$ cat config.mk
export PLATFORM = sky130hd
export DESIGN_NAME = array_wp_ctrl
export DESIGN_NICKNAME = d
export VERILOG_FILES = /design/src/rtl/wp_pkg.sv /design/src/rtl/wp_frame_dec.sv /design/src/rtl/wp_flags.sv /design/src/rtl/wp_gate.sv /design/src/rtl/array_wp_ctrl.sv
export SDC_FILE = /design/constraint.sdc
export NUM_CORES = 1
export LEC_CHECK = 0
export ABC_AREA = 1
export BUFFER_PORTS_ARGS = -buffer_cell sky130_fd_sc_hd__buf_2
export CORE_AREA = 2 2 53 80
export CTS_BUF_LIST = sky130_fd_sc_hd__clkbuf_16
export DETAILED_ROUTE_END_ITERATION = 8
export DIE_AREA = 0 0 55 82
export PLACE_DENSITY_LB_ADDON = 0.15
export SYNTH_ARGS = -nofsm -noshare
export SYNTH_HDL_FRONTEND = slang
export SYNTH_SLANG_ARGS = --single-unit
$ cat constraint.sdc
create_clock -name clk -period 4.7 [get_ports clk]
set_clock_uncertainty 0.2 [all_clocks]
set_input_delay 0 -clock clk [delete_from_list [all_inputs] [get_ports clk]]
set_output_delay 0 -clock clk [all_outputs]
set_load 0.005 [all_outputs]
$ cat src/rtl/wp_pkg.sv
package wp_pkg;
  localparam int BYTE_W = 8;
  localparam logic [3:0] MEM_ID  = 4'b1010;
  localparam logic [3:0] PROT_ID = 4'b0110;

  typedef enum logic [2:0] {
    FR_IDLE, FR_OPEN, FR_WRITE, FR_READ, FR_CMD, FR_SKIP
  } frame_e;

  typedef enum logic [1:0] {
    CMD_SET  = 2'b00,
    CMD_CLR  = 2'b01,
    CMD_RSV  = 2'b10,
    CMD_LOCK = 2'b11
  } cmd_e;
endpackage

$ cat src/rtl/wp_frame_dec.sv
module wp_frame_dec
  import wp_pkg::*;
#(
  parameter int CNT_W = 3
) (
  input  logic       clk,
  input  logic       rst,
  input  logic       pwr_cycle,
  input  logic       bus_start,
  input  logic       bus_stop,
  input  logic       byte_vld,
  input  logic [3:0] id_nib,
  input  logic       rw_bit,
  input  logic       hv_ok,
  input  logic [1:0] sel,
  input  logic       perm_i,
  output logic       byte_ack,
  output logic       is_addr,
  output logic       is_data,
  output logic       cmd_go,
  output cmd_e       cmd_code
);
  localparam logic [CNT_W-1:0] CMD_LEN = CNT_W'(3);
  localparam logic [CNT_W-1:0] CNT_MAX = {CNT_W{1'b1}};

  frame_e           kind_q, kind_nx;
  logic [CNT_W-1:0] cnt_q;
  cmd_e             code_q;
  logic             cmd_ok, ack_raw;

  always_comb begin
    cmd_ok  = (id_nib == PROT_ID) && !rw_bit && hv_ok && !perm_i && (sel != CMD_RSV);
    kind_nx = FR_SKIP;
    if (id_nib == MEM_ID) kind_nx = rw_bit ? FR_READ : FR_WRITE;
    else if (cmd_ok)      kind_nx = FR_CMD;
    case (kind_q)
      FR_OPEN:          ack_raw = (kind_nx != FR_SKIP);
      FR_WRITE, FR_CMD: ack_raw = 1'b1;
      default:          ack_raw = 1'b0;
    endcase
  end

  assign byte_ack = byte_vld && ack_raw;
  assign is_addr  = byte_vld && (kind_q == FR_WRITE) && (cnt_q == CNT_W'(1));
  assign is_data  = byte_vld && (kind_q == FR_WRITE) && (cnt_q >= CNT_W'(2));
  assign cmd_go   = bus_stop && !bus_start && (kind_q == FR_CMD) && (cnt_q == CMD_LEN);
  assign cmd_code = code_q;

  always_ff @(posedge clk) begin
    if (rst || pwr_cycle) begin
      kind_q <= FR_IDLE;
      cnt_q  <= '0;
      code_q <= CMD_SET;
    end else if (bus_start) begin
      kind_q <= FR_OPEN;
      cnt_q  <= '0;
    end else if (bus_stop) begin
      kind_q <= FR_IDLE;
    end else if (byte_vld && kind_q != FR_IDLE) begin
      if (cnt_q != CNT_MAX) cnt_q <= cnt_q + 1'b1;
      if (kind_q == FR_OPEN) begin
        kind_q <= kind_nx;
        code_q <= cmd_e'(sel);
      end
    end
  end


  no_cmd_after_lock_chk: assert property (@(posedge clk) disable iff (rst)
    perm_i |-> kind_q != FR_CMD);

  read_never_writes_chk: assert property (@(posedge clk) disable iff (rst)
    (kind_q == FR_READ) |-> !is_data && !byte_ack);
endmodule

$ cat src/rtl/wp_flags.sv
module wp_flags
  import wp_pkg::*;
(
  input  logic clk,
  input  logic rst,
  input  logic cmd_go,
  input  cmd_e cmd_code,
  output logic soft_q,
  output logic perm_q
);
  always_ff @(posedge clk) begin
    if (rst) begin
      soft_q <= 1'b0;
      perm_q <= 1'b0;
    end else if (cmd_go) begin
      case (cmd_code)
        CMD_SET:  soft_q <= 1'b1;
        CMD_CLR:  soft_q <= 1'b0;
        CMD_LOCK: perm_q <= 1'b1;
        default:  ;
      endcase
    end
  end


  perm_sticky_chk: assert property (@(posedge clk) disable iff (rst)
    perm_q |=> perm_q);

  flags_only_on_cmd_chk: assert property (@(posedge clk) disable iff (rst)
    !cmd_go |=> $stable(soft_q) && $stable(perm_q));
endmodule

$ cat src/rtl/wp_gate.sv
module wp_gate
  import wp_pkg::*;
#(
  parameter int ADDR_W    = 8,
  parameter int PAGE_BITS = 4
) (
  input  logic              clk,
  input  logic              rst,
  input  logic              pwr_cycle,
  input  logic              byte_vld,
  input  logic [BYTE_W-1:0] byte_dat,
  input  logic              byte_ack,
  input  logic              is_addr,
  input  logic              is_data,
  input  logic              hw_wp,
  input  logic              soft_i,
  input  logic              perm_i,
  output logic              ack_vld,
  output logic              ack_o,
  output logic              wr_en,
  output logic [ADDR_W-1:0] wr_addr,
  output logic [BYTE_W-1:0] wr_data
);
  localparam int TOP = ADDR_W - 1;

  logic [ADDR_W-1:0] ptr_q;
  logic              blocked;

  assign blocked = hw_wp || ((soft_i || perm_i) && !ptr_q[TOP]);

  always_ff @(posedge clk) begin
    if (rst || pwr_cycle) begin
      ack_vld <= 1'b0;
      ack_o   <= 1'b0;
      wr_en   <= 1'b0;
      wr_addr <= '0;
      wr_data <= '0;
      ptr_q   <= '0;
    end else begin
      ack_vld <= byte_vld;
      ack_o   <= byte_ack;
      wr_en   <= is_data && !blocked;
      if (is_addr) ptr_q <= byte_dat[ADDR_W-1:0];
      if (is_data) begin
        wr_addr <= ptr_q;
        wr_data <= byte_dat;
        ptr_q   <= {ptr_q[TOP:PAGE_BITS], ptr_q[PAGE_BITS-1:0] + 1'b1};
      end
    end
  end


  hw_blocks_all_chk: assert property (@(posedge clk) disable iff (rst)
    wr_en |-> !$past(hw_wp));

  low_half_guard_chk: assert property (@(posedge clk) disable iff (rst)
    (wr_en && !wr_addr[TOP]) |-> !$past(soft_i || perm_i));

  write_is_acked_chk: assert property (@(posedge clk) disable iff (rst)
    wr_en |-> ack_vld && ack_o);
endmodule

$ cat src/rtl/array_wp_ctrl.sv
module array_wp_ctrl
  import wp_pkg::*;
#(
  parameter int ADDR_W    = 8,
  parameter int PAGE_BITS = 4
) (
  input  logic              clk,
  input  logic              rst,
  input  logic              pwr_cycle,
  input  logic              bus_start,
  input  logic              bus_stop,
  input  logic              byte_vld,
  input  logic [7:0]        byte_dat,
  input  logic              hv_a0,
  input  logic              sel_a1,
  input  logic              sel_a2,
  input  logic              hw_wp,
  output logic              ack_vld,
  output logic              ack_o,
  output logic              wr_en,
  output logic [ADDR_W-1:0] wr_addr,
  output logic [7:0]        wr_data
);
  logic byte_ack, is_addr, is_data, cmd_go, soft_q, perm_q;
  cmd_e cmd_code;

  wp_frame_dec #(.CNT_W(3)) dec_i (
    .clk(clk), .rst(rst), .pwr_cycle(pwr_cycle),
    .bus_start(bus_start), .bus_stop(bus_stop), .byte_vld(byte_vld),
    .id_nib(byte_dat[7:4]), .rw_bit(byte_dat[0]),
    .hv_ok(hv_a0), .sel({sel_a2, sel_a1}), .perm_i(perm_q),
    .byte_ack(byte_ack), .is_addr(is_addr), .is_data(is_data),
    .cmd_go(cmd_go), .cmd_code(cmd_code)
  );

  wp_flags flags_i (
    .clk(clk), .rst(rst), .cmd_go(cmd_go), .cmd_code(cmd_code),
    .soft_q(soft_q), .perm_q(perm_q)
  );

  wp_gate #(.ADDR_W(ADDR_W), .PAGE_BITS(PAGE_BITS)) gate_i (
    .clk(clk), .rst(rst), .pwr_cycle(pwr_cycle),
    .byte_vld(byte_vld), .byte_dat(byte_dat), .byte_ack(byte_ack),
    .is_addr(is_addr), .is_data(is_data), .hw_wp(hw_wp),
    .soft_i(soft_q), .perm_i(perm_q),
    .ack_vld(ack_vld), .ack_o(ack_o), .wr_en(wr_en),
    .wr_addr(wr_addr), .wr_data(wr_data)
  );
endmodule

# After elaboration in Yosys (flattened, before gate mapping)
# Cells that the tools add are included.
# word_totals
register_bits,37
latch_bits,0
ramBits,0
mem_bits_ro,0
input_bits,18
output_inout_bits,19
wordCells,80
memories,0
# op_classes
addsub,2
multipliers,0
n_div,0
magnitude_cmp,1
eq_ne,12
shifts,0
muxes,11
bitwise_logic,3
n_reduce_logical,38
# op_table
op,n
$logic_and A1 B1 Y1,14
$reduce_and A2 Y1,5
$reduce_bool A3 Y1,3
$mux W4,2
$eq A3 B1 Y1 const B,2
$eq A3 B2 Y1 const B,2
$mux W1,6
$ne A3 B3 Y1 const B,2
$logic_not A1 Y1,5
$add A4 B1 Y4 const B,1
$eq A4 B3 Y1 const B,1
$eq A4 B4 Y1 const B,1
$pmux W1 S2,2
$reduce_and A4 Y1,1
$reduce_bool A2 Y1,2
$reduce_or A2 Y1,2
$add A3 B1 Y3 const B,1
$eq A3 B3 Y1 const B,1
$ge A3 B2 Y1 const B,1
$logic_or A1 B1 Y1,3
$mux W3,1
$not A1 Y1,3
$reduce_and A3 Y1,1
$reduce_or A3 Y1,1
other kinds (4),4

# Longest topological paths before layout
# depth
ltp_word,11
mapped_depth,9
depth_no_buf,9

# Cells and area by module
# From an unflattened synthesis, not the netlist that was laid out.
# hier_totals
hier_cells,229
area_unflattened_um2,1711.6
# by_module_without_submodules
mod,n_inst,cells_per_inst,area_each_um2,seq_area_each_um2
wp_gate,1,131,1082.3,540.5
wp_frame_dec,1,87,550.5,160.2
wp_flags,1,11,78.8,40.0

# Least setup slack after synthesis
# Ideal clock, no wire load.
# synth_path
path_kind,register to register
from,register dec_i.cnt_q[0]
to,register dec_i.cnt_q[0]
setup_time_ns,0.070
arrival_time_ns,1.221
required_ns,4.430
slack_ns,3.209
path_stages_with_launch,7
path_buffers,0
synth_period_minus_slack_ns,1.491
cell_sequence,dfxtp_1 ha_1 ha_1 nor3_1 nand2_1 or2_0 a21oi_1
# synth_between
elab_chain_cells,2
word_cells_on_any_way,3
cone_classes,1 x add/sub; 1 x eq/ne; 1 x reduce/logical
# synth_rtl
item,line,source
from (decl),wp_frame_dec.sv:27,logic [CNT_W-1:0] cnt_q;
from (signal assigned),wp_frame_dec.sv:60,if (cnt_q != CNT_MAX) cnt_q <= cnt_q + 1'b1;
"parallel branches: the longest is 2 deep, another holds $add A3 B1 Y3",n/a,
# Parallel ways; which one is timed is not known.
# A chain may end at the register's enable or synchronous reset.

# Worst setup path after layout
# layout_path
from,register dec_i.cnt_q[1]
to,register flags_i.perm_q
# layout_between
elab_chain_cells,3
# layout_rtl
item,line,source
$eq A3 B2 Y1,wp_frame_dec.sv:46,assign cmd_go = bus_stop && !bus_start && (kind_q == FR_CMD) && (cnt_q == CMD_LEN);
$logic_and A1 B1 Y1,wp_frame_dec.sv:46,
$reduce_and A2 Y1 (no line),n/a,
to (signal assigned),wp_flags.sv:14,perm_q <= 1'b0;
to (signal assigned),wp_flags.sv:19,CMD_LOCK: perm_q <= 1'b1;
to (decl),wp_flags.sv:9,output logic perm_q
# No other way between the ends.

==> metrics.md <==
| Metric | Value |
|---|---|
| Synth Register Bits | `37` |
| Congestion Overflow GR | `0` |
| Initial core utilization | `0.433` |
| Sw Ratio | `0.223` |
| Die H | `82 um` |
| Clock sinks | `37` |
| Mapped Area | `0.00167 mm^2` |
| Multi-input gate area | `753 um^2` |
| H-tree lvl count | `2` |
| Post-cts resize count | `0` |
| Sequential share of power | `0.464` |
| CORE AREA | `0.00385 mm^2` |
| Seq/Total Area, Yosys | `0.443` |
| Synth area leader | `dfxtp_1` |
| Layout area overhead | `31.4%` |
| Gp weighted congestion | `0.765` |
| Post-synth top area share | `0.443` |
| Vias/cell | `4.82` |
| Slew Viols, Final | `0` |
| CTS tree | `done` |
| Gr usage total | `0.200` |
| Synth top area cells | `dfxtp_1, nor2_1, inv_1, nand2_1, o21ai_0` |
| Nets | `302` |
| MaxCap Viol Count | `0` |
| Distinct cells, synth | `28` |
| Combinational share of power | `0.058` |
| Power Internal | `0.000528 W` |
| R2r endpoint | `flags_i.perm_q` |
| Ys Warns | `0` |
| Worst-path clk slew | `0.06 ns` |
| Drt drc | `0` |
| CP endpoint kind | `register` |
| Layout filler cell count | `396` |
| Inst Count DP | `297` |
| Reg-to-reg slack, setup | `2.08 ns` |
| CP max FO | `4` |
| Die W | `55 um` |
| Largest net degree at the start of global routing | `29` |
| Slew headroom | `0.628` |
| Clk pwr share | `0.478` |
| Final min period | `2.62 ns` |
| Reg2reg path depth | `8` |
| Share of post-route cells with drive strength above 1 | `0.196` |
| CP required | `4.72 ns` |
| Vias | `1566` |
| DRT Wirelength | `3.73 mm` |
| Setup WS pre-CTS | `3.09 ns` |
| Worst Path Arrival | `2.64 ns` |
| Final setup violation count | `0` |
| Clock Tree Root | `clkbuf_16` |
| Worst Tran Pin Value | `0.557 ns` |
| Vias in the first global route | `1563` |
| FP Rows | `28` |
| R2R Path Start | `dec_i.cnt_q[1]` |
| Setup TNS | `0 ns` |
| Post-DRT Antenna Nets | `0` |
| Num CTS Buffers | `5` |
| RSZ-0062 raised after global routing | `false` |
| Hold/Removal Path Class | `input pin to register` |
| Storage element area | `741 um^2` |
| Post-Layout Cell Count | `325` |
| Hpwl dp | `2.62 mm` |
| Synthesized Nets | `244` |
| Initial antenna violation count | `0` |
| Clk_lat worst skew | `0.28 ns` |
| First-pass iteration count of the detailed router | `4` |
| EDFF count, synth | `0` |
| First-pass GRT wire length | `6.46 mm` |
| N_diodes | `0` |
| Async set-reset flop share out of synthesis | `0` |
| Worst setup endpoint | `flags_i.perm_q` |
| PwrDens | `310 mW/mm^2` |
| Critical path startpoint category | `register` |
| Max Buffers Root-to-Sink | `2` |
| P_leak | `1.02 nW` |
| Initial detailed-routing violation count | `21` |
| Net Sw Power | `0.000152 W` |
| Power Total | `0.000680 W` |
| # IOs | `37` |
| Setup ws final | `2.08 ns` |
| Final Cycle Share | `0.557` |
| Wirelength per Cell | `11.5 um` |
| DIE AREA | `0.00451 mm^2` |
| PortBufs | `36` |
| Crit Path Class | `register to register` |
| Synth Instances | `221` |
| Max Clk Rate | `0.382 GHz` |
| Final Hold Vio Count | `0` |
| Ys flop type | `dfxtp_1` |
| Status | `completed` |
| Syn_area_per_cell | `7.56 um^2` |
| Maximum VDD drop | `277 uV` |
| Util after Layout | `0.569` |
| Worst Setup SP | `dec_i.cnt_q[1]` |
## how the worst min path moves through the flow
stage          start        endpoint  depth (start not counted)
2_1_floorplan    rst  flags_i.perm_q                          1
3_3_place_gp   hw_wp    gate_i.wr_en                          2
3_5_place_dp   hw_wp    gate_i.wr_en                          2
4_1_cts        hv_a0    gate_i.ack_o                          7
5_1_grt        hv_a0    gate_i.ack_o                          7
6_report       hv_a0    gate_i.ack_o                          7
## power groups by stage
stage	registers (W)	clock network, W	logic, W
2_1_floorplan	0.000322	0	0.0000157
3_3_place_gp	0.000322	0	0.0000290
3_5_place_dp	0.000322	0	0.0000287
4_1_cts	0.000316	0.000333	0.0000389
5_1_grt	0.000316	0.000344	0.0000443
6_report	0.000316	0.000325	0.0000391
## worst max-delay path, cell delays in order, from the launching register on
cell and delay, ns:
dfxtp_1 0.39, ha_1 0.19, ha_1 0.16, nand3_1 0.08
dlygate4sd3_1 0.57, nor2_1 0.19, nand3_1 0.11, a21oi_1 0.12
dlygate4sd3_1 0.55
## cells in the final DEF (no fill, tap or decap)
cell,synthesis,layout
a211oi_1,2,2
nand4_1,2,2
inv_2,3,3
buf_2,1,36
inv_1,27,27
xor2_1,2,2
nand2_1,27,27
o21ai_1,4,4
nor4_1,1,1
nand3_4,1,1
nor2_1,44,44
clkinvlp_4,0,1
nand3_1,16,16
a21oi_1,16,16
o21ai_2,1,1
dlygate4sd3_1,0,20
inv_6,1,1
or2_0,1,1
clkinv_2,0,2
nor3_1,3,3
ha_1,5,5
clkbuf_16,0,5
nand4_2,1,1
dfxtp_1,37,37
o21bai_1,1,1
nor2_4,3,3
nor2_2,1,1
o21ai_0,17,17
## flip-flops by register name, indices dropped and copies added (netlist names)
name / count
dec_i.cmd_code: 2
dec_i.cnt_q: 3
dec_i.kind_q: 3
flags_i.perm_q: 1
flags_i.soft_q: 1
gate_i.ack_o: 1
gate_i.ack_vld: 1
gate_i.ptr_q: 8
gate_i.wr_addr: 8
gate_i.wr_data: 8
gate_i.wr_en: 1
## cell type report
type                            instances  share of cell area
Clock buffer                            5              0.0570
Multi-Input combinational cell        148               0.343
Clock inverter                          3             0.00798
Timing Repair Buffer                   56               0.173
Tap cell                               45              0.0257
Inverter                               31              0.0553
Sequential cell                        37               0.338
## through the flow
| stage | area [um^2] | hold slack [ns] |
|---|---|---|
| global placement | 1850 | -0.00579 |
| global route | 2190 | 0.101 |
| CTS | 2190 | 0.0308 |
| floorplan | 1670 | -0.131 |
| detailed placement | 1850 | -0.0174 |
| finish | 2190 | 0.0287 |
## kinds of logic (layout without fill, tap and decap cells)
logic type	count (synthesis)	after routing	share of synthesized area
AO/OA/AOI/OAI	41	41	0.130
AND/OR/NAND/NOR	100	100	0.273
flip-flops	37	37	0.443
adder cells (fa/ha/maj)	5	5	0.0375
buffers and inverters	36	95	0.106
XOR/XNOR	2	2	0.0105
## Yosys cell counts (3+ instances only)
| cell | number |
|---|---|
| nor2_1 | 44 |
| inv_1 | 27 |
| nor3_1 | 3 |
| a21oi_1 | 16 |
| nand3_1 | 16 |
| ha_1 | 5 |
| o21ai_1 | 4 |
| inv_2 | 3 |
| dfxtp_1 | 37 |
| nor2_4 | 3 |
| o21ai_0 | 17 |
| nand2_1 | 27 |
## timing repair
| item | in CTS | in global routing |
|---|---|---|
| setup buffers | 0 | 0 |
| endpoints found under the hold margin | 37 | 0 |
| hold buffers | 20 | 0 |
## metal layers
metal	track usage	wire length, um	part of all wire
met4	0.112	121	0.032
met1	0.196	1560	0.42
met3	0.0509	140	0.038
met2	0.361	1920	0.51
met5	0	0	0
Power figures use the tool's default switching activity.
